File: src/rtl/pwm_timer32_pkg.sv
package pwm_timer32_pkg;

  localparam int PRE_W    = 3;
  localparam int EV_W     = 3;
  localparam int EV_MATCH = 0;
  localparam int EV_OVF   = 1;
  localparam int EV_CAPT  = 2;
  localparam int CTRL_W   = 13;

  localparam int RA_CTRL    = 0;
  localparam int RA_COUNT   = 1;
  localparam int RA_LOAD    = 2;
  localparam int RA_MATCH   = 3;
  localparam int RA_TRIG    = 4;
  localparam int RA_IEN_SET = 5;
  localparam int RA_IEN_CLR = 6;
  localparam int RA_STATUS  = 7;
  localparam int RA_WAKE    = 8;

  typedef enum logic [1:0] {
    OM_NONE = 2'd0,
    OM_OVF  = 2'd1,
    OM_BOTH = 2'd2,
    OM_RSVD = 2'd3
  } out_mode_e;

  typedef struct packed {
    logic             toggle;     // 12
    out_mode_e        mode;       // 11:10
    logic [1:0]       spare;      // 9:8
    logic             idle_lvl;   // 7
    logic             cmp_en;     // 6
    logic             pre_en;     // 5
    logic [PRE_W-1:0] pre_val;    // 4:2
    logic             autoreload; // 1
    logic             run;        // 0
  } ctrl_t;

  function automatic ctrl_t decode_ctrl(input logic [CTRL_W-1:0] w);
    ctrl_t c;
    c       = ctrl_t'(w);
    c.spare = '0;
    return c;
  endfunction

endpackage

File: src/rtl/pwm_timer32_tick_gen.sv
module pwm_timer32_tick_gen
  import pwm_timer32_pkg::*;
#(
  parameter int NUM_SRC = 3,
  parameter int SEL_W   = 2
) (
  input  logic               clk,
  input  logic               rst_n,
  input  logic [NUM_SRC-1:0] tick_src,
  input  logic [SEL_W-1:0]   tick_sel,
  input  logic               run,
  input  logic               pre_en,
  input  logic [PRE_W-1:0]   pre_val,
  output logic               step
);

  localparam int DIV_W = 1 << PRE_W;

  logic [NUM_SRC-1:0] src_hit;
  logic               tick;
  logic [DIV_W-1:0]   limit;
  logic               at_limit;
  logic [DIV_W-1:0]   pre_cnt_q;
  logic [DIV_W-1:0]   pre_cnt_d;

  for (genvar i = 0; i < NUM_SRC; i++) begin : g_src
    assign src_hit[i] = tick_src[i] & (tick_sel == SEL_W'(i));
  end

  assign tick     = |src_hit;
  assign limit    = (DIV_W'(2) << pre_val) - DIV_W'(1);
  assign at_limit = (pre_cnt_q >= limit);
  assign step     = run & tick & (~pre_en | at_limit);

  always_comb begin
    pre_cnt_d = pre_cnt_q;
    if (!run) begin
      pre_cnt_d = '0;
    end else if (tick && pre_en) begin
      pre_cnt_d = at_limit ? '0 : pre_cnt_q + DIV_W'(1);
    end
  end

  always_ff @(posedge clk or negedge rst_n) begin
    if (!rst_n) pre_cnt_q <= '0;
    else        pre_cnt_q <= pre_cnt_d;
  end

  // a prescaled step only happens once the divider has counted up
  assert_pre_spacing_R5: assert property (@(posedge clk) disable iff (!rst_n)
    (step && pre_en) |-> (pre_cnt_q != '0 || limit == '0))
    else $error("prescaled step without divider count");

endmodule

File: src/rtl/pwm_timer32_count_core.sv
module pwm_timer32_count_core #(
  parameter int CNT_W = 32
) (
  input  logic             clk,
  input  logic             rst_n,
  input  logic             run,
  input  logic             step,
  input  logic             autoreload,
  input  logic             cmp_en,
  input  logic [CNT_W-1:0] load_val,
  input  logic [CNT_W-1:0] match_val,
  input  logic             cnt_wr,
  input  logic [CNT_W-1:0] cnt_wdata,
  input  logic             reload_req,
  output logic [CNT_W-1:0] count_q,
  output logic             ovf_ev,
  output logic             match_ev,
  output logic             halt_req
);

  logic             at_top;
  logic [CNT_W-1:0] step_val;
  logic [CNT_W-1:0] count_d;

  assign at_top   = (count_q == '1);
  assign step_val = at_top ? (autoreload ? load_val : '0) : count_q + CNT_W'(1);
  assign ovf_ev   = step & at_top;
  assign match_ev = step & cmp_en & (step_val == match_val);
  assign halt_req = ovf_ev & ~autoreload;

  always_comb begin
    count_d = count_q;
    if (cnt_wr)          count_d = cnt_wdata;
    else if (reload_req) count_d = load_val;
    else if (step)       count_d = step_val;
  end

  always_ff @(posedge clk or negedge rst_n) begin
    if (!rst_n) count_q <= '0;
    else        count_q <= count_d;
  end

  assert_halt_hold_R1: assert property (@(posedge clk) disable iff (!rst_n)
    (!run && !cnt_wr && !reload_req) |=> $stable(count_q))
    else $error("counter moved while halted");

  assert_autoreload_R2: assert property (@(posedge clk) disable iff (!rst_n)
    (ovf_ev && autoreload && !cnt_wr && !reload_req) |=> (count_q == $past(load_val)))
    else $error("no reload after overflow");

  assert_wrap_zero_R3: assert property (@(posedge clk) disable iff (!rst_n)
    (ovf_ev && !autoreload && !cnt_wr && !reload_req) |=> (count_q == '0))
    else $error("counter not zero after plain overflow");

  assert_trigger_load_R7: assert property (@(posedge clk) disable iff (!rst_n)
    (reload_req && !cnt_wr) |=> (count_q == $past(load_val)))
    else $error("trigger did not load counter");

endmodule

File: src/rtl/pwm_timer32_out_gen.sv
module pwm_timer32_out_gen
  import pwm_timer32_pkg::*;
(
  input  logic      clk,
  input  logic      rst_n,
  input  logic      run,
  input  logic      toggle,
  input  logic      idle_lvl,
  input  out_mode_e mode,
  input  logic      ovf_ev,
  input  logic      match_ev,
  output logic      pin_q
);

  logic trig_ev;
  logic pin_d;

  always_comb begin
    unique case (mode)
      OM_OVF:  trig_ev = ovf_ev;
      OM_BOTH: trig_ev = ovf_ev | match_ev;
      default: trig_ev = 1'b0;
    endcase
  end

  always_comb begin
    if (!run)        pin_d = idle_lvl;
    else if (toggle) pin_d = pin_q ^ trig_ev;
    else             pin_d = idle_lvl ^ trig_ev;
  end

  always_ff @(posedge clk or negedge rst_n) begin
    if (!rst_n) pin_q <= 1'b0;
    else        pin_q <= pin_d;
  end

  assert_idle_level_R10: assert property (@(posedge clk) disable iff (!rst_n)
    !run |=> (pin_q == $past(idle_lvl)))
    else $error("pin not at idle level while stopped");

  assert_toggle_flip_R9: assert property (@(posedge clk) disable iff (!rst_n)
    (run && toggle && (ovf_ev || match_ev) && mode == OM_BOTH) |=> (pin_q != $past(pin_q)))
    else $error("toggle pin did not flip");

  assert_no_event_R8: assert property (@(posedge clk) disable iff (!rst_n)
    (run && toggle && (mode == OM_NONE || mode == OM_RSVD)) |=> $stable(pin_q))
    else $error("pin moved with events disabled");

endmodule

File: src/rtl/pwm_timer32_irq_ctrl.sv
module pwm_timer32_irq_ctrl
  import pwm_timer32_pkg::*;
(
  input  logic            clk,
  input  logic            rst_n,
  input  logic [EV_W-1:0] ev,
  input  logic            ien_set_wr,
  input  logic            ien_clr_wr,
  input  logic            wen_wr,
  input  logic            sts_wr,
  input  logic [EV_W-1:0] wdata,
  output logic [EV_W-1:0] status_q,
  output logic [EV_W-1:0] ien_q,
  output logic [EV_W-1:0] wen_q,
  output logic            irq,
  output logic            wake
);

  logic [EV_W-1:0] status_d;
  logic [EV_W-1:0] ien_d;
  logic [EV_W-1:0] wen_d;
  logic [EV_W-1:0] clr_mask;

  assign clr_mask = sts_wr ? wdata : '0;

  always_comb begin
    status_d = (status_q & ~clr_mask) | ev;
    ien_d    = ien_q;
    if (ien_set_wr) ien_d = ien_d | wdata;
    if (ien_clr_wr) ien_d = ien_d & ~wdata;
    wen_d    = wen_wr ? wdata : wen_q;
  end

  always_ff @(posedge clk or negedge rst_n) begin
    if (!rst_n) begin
      status_q <= '0;
      ien_q    <= '0;
      wen_q    <= '0;
    end else begin
      status_q <= status_d;
      ien_q    <= ien_d;
      wen_q    <= wen_d;
    end
  end

  assign irq  = |(status_q & ien_q);
  assign wake = |(status_q & wen_q);

  assert_w1c_R12: assert property (@(posedge clk) disable iff (!rst_n)
    (sts_wr && ev == '0) |=> ((status_q & $past(wdata)) == '0))
    else $error("status bit survived clear");

  assert_sticky_R12: assert property (@(posedge clk) disable iff (!rst_n)
    (!sts_wr) |=> ((status_q & $past(status_q)) == $past(status_q)))
    else $error("status bit lost without clear");

  assert_ien_clear_R11: assert property (@(posedge clk) disable iff (!rst_n)
    (ien_clr_wr && !ien_set_wr) |=> ((ien_q & $past(wdata)) == '0))
    else $error("enable survived clear write");

endmodule

File: src/rtl/pwm_timer32.sv
module pwm_timer32
  import pwm_timer32_pkg::*;
#(
  parameter int CNT_W   = 32,
  parameter int NUM_SRC = 3,
  parameter int SEL_W   = 2,
  parameter int ADDR_W  = 4,
  parameter int DATA_W  = 32
) (
  input  logic               clk,
  input  logic               rst_n,
  input  logic [NUM_SRC-1:0] tick_src,
  input  logic [SEL_W-1:0]   tick_sel,
  input  logic               bus_wr,
  input  logic [ADDR_W-1:0]  bus_addr,
  input  logic [DATA_W-1:0]  bus_wdata,
  output logic [DATA_W-1:0]  bus_rdata,
  output logic               irq,
  output logic               wake,
  output logic               pwm_out
);

  // reset: asserted asynchronously, released on a clock edge
  logic [1:0] rst_sync_q;
  logic       rst_int_n;

  always_ff @(posedge clk or negedge rst_n) begin
    if (!rst_n) rst_sync_q <= '0;
    else        rst_sync_q <= {rst_sync_q[0], 1'b1};
  end
  assign rst_int_n = rst_sync_q[1];

  // write decode
  logic wr_ctrl, wr_count, wr_load, wr_match, wr_trig;
  logic wr_iset, wr_iclr, wr_sts, wr_wen;

  assign wr_ctrl  = bus_wr & (bus_addr == ADDR_W'(RA_CTRL));
  assign wr_count = bus_wr & (bus_addr == ADDR_W'(RA_COUNT));
  assign wr_load  = bus_wr & (bus_addr == ADDR_W'(RA_LOAD));
  assign wr_match = bus_wr & (bus_addr == ADDR_W'(RA_MATCH));
  assign wr_trig  = bus_wr & (bus_addr == ADDR_W'(RA_TRIG));
  assign wr_iset  = bus_wr & (bus_addr == ADDR_W'(RA_IEN_SET));
  assign wr_iclr  = bus_wr & (bus_addr == ADDR_W'(RA_IEN_CLR));
  assign wr_sts   = bus_wr & (bus_addr == ADDR_W'(RA_STATUS));
  assign wr_wen   = bus_wr & (bus_addr == ADDR_W'(RA_WAKE));

  // configuration registers
  ctrl_t            ctrl_q, ctrl_d;
  logic [CNT_W-1:0] load_q, load_d;
  logic [CNT_W-1:0] match_q, match_d;
  logic             halt_req;

  always_comb begin
    ctrl_d  = ctrl_q;
    load_d  = load_q;
    match_d = match_q;
    if (halt_req) ctrl_d.run = 1'b0;
    if (wr_ctrl)  ctrl_d = decode_ctrl(bus_wdata[CTRL_W-1:0]);
    if (wr_load)  load_d = bus_wdata[CNT_W-1:0];
    if (wr_match) match_d = bus_wdata[CNT_W-1:0];
  end

  always_ff @(posedge clk or negedge rst_int_n) begin
    if (!rst_int_n) begin
      ctrl_q  <= '0;
      load_q  <= '0;
      match_q <= '0;
    end else begin
      ctrl_q  <= ctrl_d;
      load_q  <= load_d;
      match_q <= match_d;
    end
  end

  // datapath
  logic             step;
  logic [CNT_W-1:0] count_q;
  logic             ovf_ev, match_ev;
  logic [EV_W-1:0]  ev_vec;
  logic [EV_W-1:0]  status_q, ien_q, wen_q;

  pwm_timer32_tick_gen #(
    .NUM_SRC (NUM_SRC),
    .SEL_W   (SEL_W)
  ) u_tick (
    .clk      (clk),
    .rst_n    (rst_int_n),
    .tick_src (tick_src),
    .tick_sel (tick_sel),
    .run      (ctrl_q.run),
    .pre_en   (ctrl_q.pre_en),
    .pre_val  (ctrl_q.pre_val),
    .step     (step)
  );

  pwm_timer32_count_core #(
    .CNT_W (CNT_W)
  ) u_core (
    .clk        (clk),
    .rst_n      (rst_int_n),
    .run        (ctrl_q.run),
    .step       (step),
    .autoreload (ctrl_q.autoreload),
    .cmp_en     (ctrl_q.cmp_en),
    .load_val   (load_q),
    .match_val  (match_q),
    .cnt_wr     (wr_count),
    .cnt_wdata  (bus_wdata[CNT_W-1:0]),
    .reload_req (wr_trig),
    .count_q    (count_q),
    .ovf_ev     (ovf_ev),
    .match_ev   (match_ev),
    .halt_req   (halt_req)
  );

  pwm_timer32_out_gen u_out (
    .clk      (clk),
    .rst_n    (rst_int_n),
    .run      (ctrl_q.run),
    .toggle   (ctrl_q.toggle),
    .idle_lvl (ctrl_q.idle_lvl),
    .mode     (ctrl_q.mode),
    .ovf_ev   (ovf_ev),
    .match_ev (match_ev),
    .pin_q    (pwm_out)
  );

  always_comb begin
    ev_vec           = '0;
    ev_vec[EV_MATCH] = match_ev;
    ev_vec[EV_OVF]   = ovf_ev;
    ev_vec[EV_CAPT]  = 1'b0;
  end

  pwm_timer32_irq_ctrl u_irq (
    .clk        (clk),
    .rst_n      (rst_int_n),
    .ev         (ev_vec),
    .ien_set_wr (wr_iset),
    .ien_clr_wr (wr_iclr),
    .wen_wr     (wr_wen),
    .sts_wr     (wr_sts),
    .wdata      (bus_wdata[EV_W-1:0]),
    .status_q   (status_q),
    .ien_q      (ien_q),
    .wen_q      (wen_q),
    .irq        (irq),
    .wake       (wake)
  );

  // read mux
  always_comb begin
    bus_rdata = '0;
    if (bus_addr == ADDR_W'(RA_CTRL))         bus_rdata = DATA_W'(ctrl_q);
    else if (bus_addr == ADDR_W'(RA_COUNT))   bus_rdata = DATA_W'(count_q);
    else if (bus_addr == ADDR_W'(RA_LOAD))    bus_rdata = DATA_W'(load_q);
    else if (bus_addr == ADDR_W'(RA_MATCH))   bus_rdata = DATA_W'(match_q);
    else if (bus_addr == ADDR_W'(RA_IEN_SET) ||
             bus_addr == ADDR_W'(RA_IEN_CLR)) bus_rdata = DATA_W'(ien_q);
    else if (bus_addr == ADDR_W'(RA_STATUS))  bus_rdata = DATA_W'(status_q);
    else if (bus_addr == ADDR_W'(RA_WAKE))    bus_rdata = DATA_W'(wen_q);
  end

  assert_self_stop_R3: assert property (@(posedge clk) disable iff (!rst_int_n)
    (ovf_ev && !ctrl_q.autoreload && !wr_ctrl) |=> !ctrl_q.run)
    else $error("run bit stayed set after plain overflow");

  assert_match_flag_R4: assert property (@(posedge clk) disable iff (!rst_int_n)
    (step && ctrl_q.cmp_en && !wr_count && !wr_trig) |=>
      ((count_q != match_q) || status_q[EV_MATCH] || $past(wr_match)))
    else $error("match reached without status");

endmodule

File: config.mk
export PLATFORM = sky130hd
export DESIGN_NAME = pwm_timer32
export DESIGN_NICKNAME = d
export VERILOG_FILES = /design/src/rtl/pwm_timer32_pkg.sv /design/src/rtl/pwm_timer32_tick_gen.sv /design/src/rtl/pwm_timer32_count_core.sv /design/src/rtl/pwm_timer32_out_gen.sv /design/src/rtl/pwm_timer32_irq_ctrl.sv /design/src/rtl/pwm_timer32.sv
export SDC_FILE = /design/constraint.sdc
export NUM_CORES = 1
export LEC_CHECK = 0
export ABC_AREA = 1
export BUFFER_PORTS_ARGS = -buffer_cell sky130_fd_sc_hd__buf_2
export CORE_ASPECT_RATIO = 0.8
export CORE_UTILIZATION = 59
export DETAILED_ROUTE_END_ITERATION = 8
export PLACE_DENSITY_LB_ADDON = 0.08
export RECOVER_POWER = 50
export SLEW_MARGIN = 20
export SYNTH_ARGS = -nofsm -noshare
export SYNTH_HDL_FRONTEND = slang
export SYNTH_SLANG_ARGS = --single-unit
File: constraint.sdc
create_clock -name clk -period 7.2 [get_ports clk]
set_input_delay 0.72 -clock clk [delete_from_list [all_inputs] [get_ports clk]]
set_output_delay 0.72 -clock clk [all_outputs]
set_load 0.01 [all_outputs]
# After elaboration in Yosys (flattened, before gate mapping)
# Cells that the tools add are included.
dict set report word_totals {
  reg_bits 127
  input_bits 44
  output_inout_bits 35
  elab_cells 101
}
dict set report op_classes {
  addsub 3
  n_lt_le_gt_ge 1
  n_eq_ne 15
  n_shift 1
  mux 23
  bitwise 32
  reduce_logical 9
}
# operator n
set ops {}
lappend ops {{2-to-1 mux 32 bit} 9}
lappend ops {{adder 32 x 1 -> 32 bit, second input constant} 1}
lappend ops {{equality test 32 bit} 1}
lappend ops {{equality test 32 bit, second input constant} 1}
lappend ops {{2-to-1 mux 8 bit} 3}
lappend ops {{bitwise AND 1 bit} 18}
lappend ops {{2-to-1 mux 3 bit} 6}
lappend ops {{equality test 4 x 3 -> 1 bit, second input constant} 4}
lappend ops {{bitwise AND 3 bit} 4}
lappend ops {{OR reduction 3 bit} 3}
lappend ops {{adder 8 x 1 -> 8 bit, second input constant} 1}
lappend ops {{equality test 4 x 2 -> 1 bit, second input constant} 2}
lappend ops {{>= comparator 8 bit} 1}
lappend ops {{left shift 2 x 3 -> 8 bit, first input constant} 1}
lappend ops {{subtractor 8 x 2 -> 8 bit, second input constant} 1}
lappend ops {{inverter 3 bit} 2}
lappend ops {{equality test 2 x 1 -> 1 bit, second input constant} 2}
lappend ops {{equality test 2 bit, second input constant} 2}
lappend ops {{equality test 4 x 1 -> 1 bit, second input constant} 1}
lappend ops {{equality test 4 bit, second input constant} 1}
lappend ops {{logical NOT 4 bit} 1}
lappend ops {{2-to-1 mux 1 bit} 4}
lappend ops {{OR 3 x 2 -> 3 bit} 1}
lappend ops {{OR 3 bit} 1}
lappend ops {{10 further kinds} 13}

# Longest topological paths before layout
dict set report depth {
  depth_word 12
  mapped_depth 22
  depth_no_buf 22
}

# By module
# Synthesis repeated with hierarchy kept, for this count alone.
dict set report unflattened {
  hier_cells 1399
  hier_area_um2 9029.9
}
# mod instances cells_per_inst area_per_inst_um2
set modules_own_cells {}
lappend modules_own_cells {pwm_timer32_count_core 1 698 3901.2}
lappend modules_own_cells {pwm_timer32 1 485 3751.1}
lappend modules_own_cells {pwm_timer32_tick_gen 1 138 843.3}
lappend modules_own_cells {pwm_timer32_irq_ctrl 1 56 407.9}
lappend modules_own_cells {pwm_timer32_out_gen 1 22 126.4}

# Worst setup path before layout
# OpenSTA, ideal clock, no wires.
dict set report synth_timing {
  path_type {input port to output port}
  from {in bus_addr[3]}
  to {out bus_rdata[7]}
  arrival_time_ps 1759
  slack_ps 4721
  path_stages 6
  n_path_buf 1
  cell_sequence {nor2_1 inv_1 nor2_1 clkbuf_1 nand2_1 o2111ai_1}
}
dict set report synth_via {
  elab_chain_cells 5
  word_cells_on_any_way 8
  classes_between {eq/ne (3); mux (4); reduce/logical (1)}
}
# item line
set synth_rtl {}
lappend synth_rtl {{start: declaration} pwm_timer32.sv:15} ;# input logic [ADDR_W-1:0] bus_addr,
lappend synth_rtl {{equality test 4 x 2 -> 1 bit} pwm_timer32.sv:157} ;# else if (bus_addr == ADDR_W'(RA_MATCH)) bus_rdata = DATA_W'(match_q);
lappend synth_rtl {{2-to-1 mux 32 bit} pwm_timer32.sv:157}
lappend synth_rtl {{2-to-1 mux 32 bit} pwm_timer32.sv:156} ;# else if (bus_addr == ADDR_W'(RA_LOAD)) bus_rdata = DATA_W'(load_q);
lappend synth_rtl {{2-to-1 mux 32 bit} pwm_timer32.sv:155} ;# else if (bus_addr == ADDR_W'(RA_COUNT)) bus_rdata = DATA_W'(count_q);
lappend synth_rtl {{2-to-1 mux 32 bit *} pwm_timer32.sv:154} ;# if (bus_addr == ADDR_W'(RA_CTRL)) bus_rdata = DATA_W'(ctrl_q);
lappend synth_rtl {{end: declaration} pwm_timer32.sv:17} ;# output logic [DATA_W-1:0] bus_rdata,
# Every way passes the cells marked *; elsewhere a longest branch is shown, timed or not.

# Worst setup path in the final report
dict set report layout_timing {
  from {in bus_addr[2]}
  to {out bus_rdata[1]}
}
dict set report layout_via {
  elab_chain_cells 8
  word_cells_on_any_way 16
  classes_between {eq/ne (7); mux (7); reduce/logical (2)}
}
# item line
set layout_rtl {}
lappend layout_rtl {{equality test 4 bit} pwm_timer32.sv:161} ;# else if (bus_addr == ADDR_W'(RA_WAKE)) bus_rdata = DATA_W'(wen_q);
lappend layout_rtl {{2-to-1 mux 3 bit} pwm_timer32.sv:161}
lappend layout_rtl {{2-to-1 mux 3 bit} pwm_timer32.sv:160} ;# else if (bus_addr == ADDR_W'(RA_STATUS)) bus_rdata = DATA_W'(status_q);
lappend layout_rtl {{2-to-1 mux 3 bit} pwm_timer32.sv:158} ;# else if (bus_addr == ADDR_W'(RA_IEN_SET) ||
lappend layout_rtl {{2-to-1 mux 32 bit} pwm_timer32.sv:157}
lappend layout_rtl {{2-to-1 mux 32 bit} pwm_timer32.sv:156}
lappend layout_rtl {{2-to-1 mux 32 bit} pwm_timer32.sv:155}
lappend layout_rtl {{2-to-1 mux 32 bit *} pwm_timer32.sv:154}
# Marks and branches as above.

==> impl_metrics.csv <==
group,metric,value,unit
floorplanning,fp.coreArea,13800,µm²
worst_setup_path,cp-end-kind,"output pin",
pwr,power.static_leakage,4.70,nW
synthesis,ys_async_sr_fraction,1.00,
pwr,share_comb_of_total_power,0.308,
timing,final_min_period_over_clock_period,0.604,
cts,cts_num_sinks,127,
pwr,pwr-share-clk,0.305,
floorplanning,num_rows,38,
cts,clkLatencyLatePin,440,ps
finish,drive_gt1_frac,0.0908,
grt,first_global_vias,8327,
synthesis,syn_area,8510,µm²
grt,grt_start_max_net_pins,71,
finish,most-common-layout-cells,"nand2_1, o21ai_0, inv_1",
timing,rsz0062_at_grt,"false",
outcome,result_of_the_run,"finished, violations left",
cts,h_tree_levels,4,
hold_path,worst_hold_path_type,"primary input to asynchronous set/reset pin",
worst_setup_path,startpoint_type,"primary input",
worst_setup_path,crit_required,6480,ps
drt,route.detailed.vias_per_inst,5.99,
finish,layout_commonest_cell,"nand2_1",
cts,number_of_gates_resized_after_cts,0,
synthesis,ys_seq_area_frac,0.374,
pwr,total_switching_power,0.00118,W
synthesis,synth_ff_type,"dfrtp_1",
finish,nets,1408,
timing,slew_headroom,-0.456,
synthesis,post_synth_inst_count,1296,
cts,cts.clk_slew.worst_paths,60,ps
synthesis,synthDistinctLibCells,39,
timing,final-max-slew-violation-count,122,
worst_setup_path,setup.worst_path.class,"primary input to output pin",
grt,grtUsageTotal,0.406,
flow_run,drv.max_cap_violation_count,2,
cts,cts_tree,"yes",
cts,post_cts_buffers,0,
timing,hold_viol,0,
timing,fin_setup_tns,0,ps
timing,hold_slack,55.4,ps
placed_design,dp.final_hpwl,19.9,mm
synthesis,synth_enable_flop_cells,0,
grt,initial_antenna_violation_count,0,
pwr,power.density,307,nW/µm²
grt,grt_pass1_wl,45.0,mm
drt,drt_pass1_iterations,8,
cts,ctsRootBufferMaster,"clkbuf_16",
synthesis,synthesis.nets,1351,
timing,fin_skew,12.2,ps
timing,max_freq,230,MHz
worst_setup_path,critPathArrivalTime,3630,ps
floorplanning,floorplan.die.height,109,µm
placed_design,placement.io_buffers,78,
worst_setup_path,worst-path-max-fanout,23,
pwr,power.share.switching,0.400,
placed_design,finalWeightedCongestion,1.03,
timing,setup_violations,0,
timing,timing.final.crit_period,4350,ps
outcome,violated_checks,"capacitance limit, slew limit",
cts,cts_hold_repair.buffers,0,
synthesis,yosys_warnings,0,
floorplanning,floorplan_die_area,14900,µm²
cts,ctsLongestPathBuffers,2,
drt,drc,0,
drt,wire_length_reported_by_the_detailed_router,28.6,mm
drt,avgRoutedWirePerCell,18.5,µm
finish,area_delta_synth_final,12.7,%
floorplanning,initial_utilization,0.615,
pwr,worst_ir_drop_vdd,0.000228,V
floorplanning,die_w,136,µm
drt,dr.first_iter.drc_count,1116,
pwr,share_seq_of_total_power,0.387,
synthesis,syn_avg_cell_area,6.56,µm²
grt,grt_remaining_overflow,0,
floorplanning,boundaryPins,79,
synthesis,number_of_register_bits_inferred_by_synthesis,127,
drt,vias,9254,
drt,final_antenna_net_count,0,
finish,num_antenna_cells,0,
pwr,internal-power,0.00177,W
timing,timing_worst_slew_pin_value,2180,ps
cts,cts_inserted_buffers,17,
[path summary, 6_finish.rpt]
kind / from / endpoint / slack, ps / depth (start not counted)
setup / recovery: bus_addr[2] / bus_rdata[1] / 2850 / 10
hold / removal: rst_n / rst_sync_q[1]$_DFF_PN0_ / 60 / 1
setup reg to reg: u_core.count_q[19]$_DFFE_PN0P_ / u_out.pin_q$_DFF_PN0_ / 3340 / 19
hold reg to reg: rst_sync_q[0]$_DFF_PN0_ / rst_sync_q[1]$_DFF_PN0_ / 350 / 0
max in group asynchronous: rst_sync_q[1]$_DFF_PN0_ / asynchronous set/reset pin / 4380 / 1
min in group clk: rst_sync_q[0]$_DFF_PN0_ / rst_sync_q[1]$_DFF_PN0_ / 350 / 0
[cells in the mapped netlist (8+ instances only)]
cell	n	area, µm²
nor2_1	102	383
nand4_1	11	68.8
inv_1	150	563
ha_1	11	138
o221ai_1	20	175
xor2_1	8	70.1
o21ai_0	170	851
o22ai_1	12	75.1
dfrtp_1	127	3180
nand3_1	87	435
clkbuf_1	43	161
nor3_1	9	45.0
a21oi_1	57	285
nand2_1	430	1610
[layer usage]
metal | wire, µm | part of all wire | GRT usage
met5 | 0 | 0 | 0
met4 | 837 | 0.029 | 0.144
met3 | 3590 | 0.13 | 0.107
met2 | 11500 | 0.40 | 0.556
met1 | 12600 | 0.44 | 0.609
[sequential cells by signal, indices dropped and copies added (netlist names), named ones only]
name	flops
load_q	32
match_q	32
u_core.count_q	32
ctrl_q	11
u_tick.pre_cnt_q	8
u_irq.status_q	3
u_irq.wen_q	3
rst_sync_q	2
u_out.pin_q	1
[stage by stage]
stage / cells / utilization / setup WS, ps / area, µm² / total power, W
after detailed placement: 1514 / 0.650 / 2830 / 8990 / 0.00200
final: 1546 / 0.693 / 2850 / 9590 / 0.00295
after CTS: 1546 / 0.694 / 3250 / 9600 / 0.00291
after global placement: 1514 / 0.650 / 3020 / 8990 / 0.00198
after global routing: 1546 / 0.693 / 2820 / 9590 / 0.00312
after floorplan: 1296 / - / 3400 / 8510 / 0.00171
[worst max-delay path, cell delays in order]
cell and delay [ps]:
clkbuf_1 110, nor2_1 130, inv_1 90, nor2_1 90
clkbuf_1 780, inv_1 800, o211ai_1 380, o21ai_0 160
o221ai_1 160, buf_2 200
[final cells by class]
class	instances	area, µm²
Multi-Input combinational cell	967	4560
Fill cell	1189	4250
Sequential cell	127	3180
Inverter	153	574
Clock buffer	20	447
Timing Repair Buffer	87	444
Tap cell	180	225
Clock inverter	12	160
[cells by family (layout without fill, tap and decap cells)]
group,after synthesis,in the layout,share of synthesized area
AO/OA/AOI/OAI,285,285,0.188
XOR/XNOR,10,10,0.0103
adder cells (fa/ha/maj),11,11,0.0162
buffers and inverters,202,272,0.0918
flip-flops,127,127,0.374
other,1,1,0.000441
AND/OR/NAND/NOR,660,660,0.320
[power groups by stage]
stage / Clock, W / Sequential (W) / Combinational (W)
2_1_floorplan: 0 / 0.00106 / 0.000649
3_3_place_gp: 0 / 0.00113 / 0.000850
3_5_place_dp: 0 / 0.00113 / 0.000872
4_1_cts: 0.000900 / 0.00113 / 0.000883
5_1_grt: 0.000930 / 0.00116 / 0.00103
6_report: 0.000899 / 0.00114 / 0.000906
No activity file was read; power rests on OpenSTA's default activity.
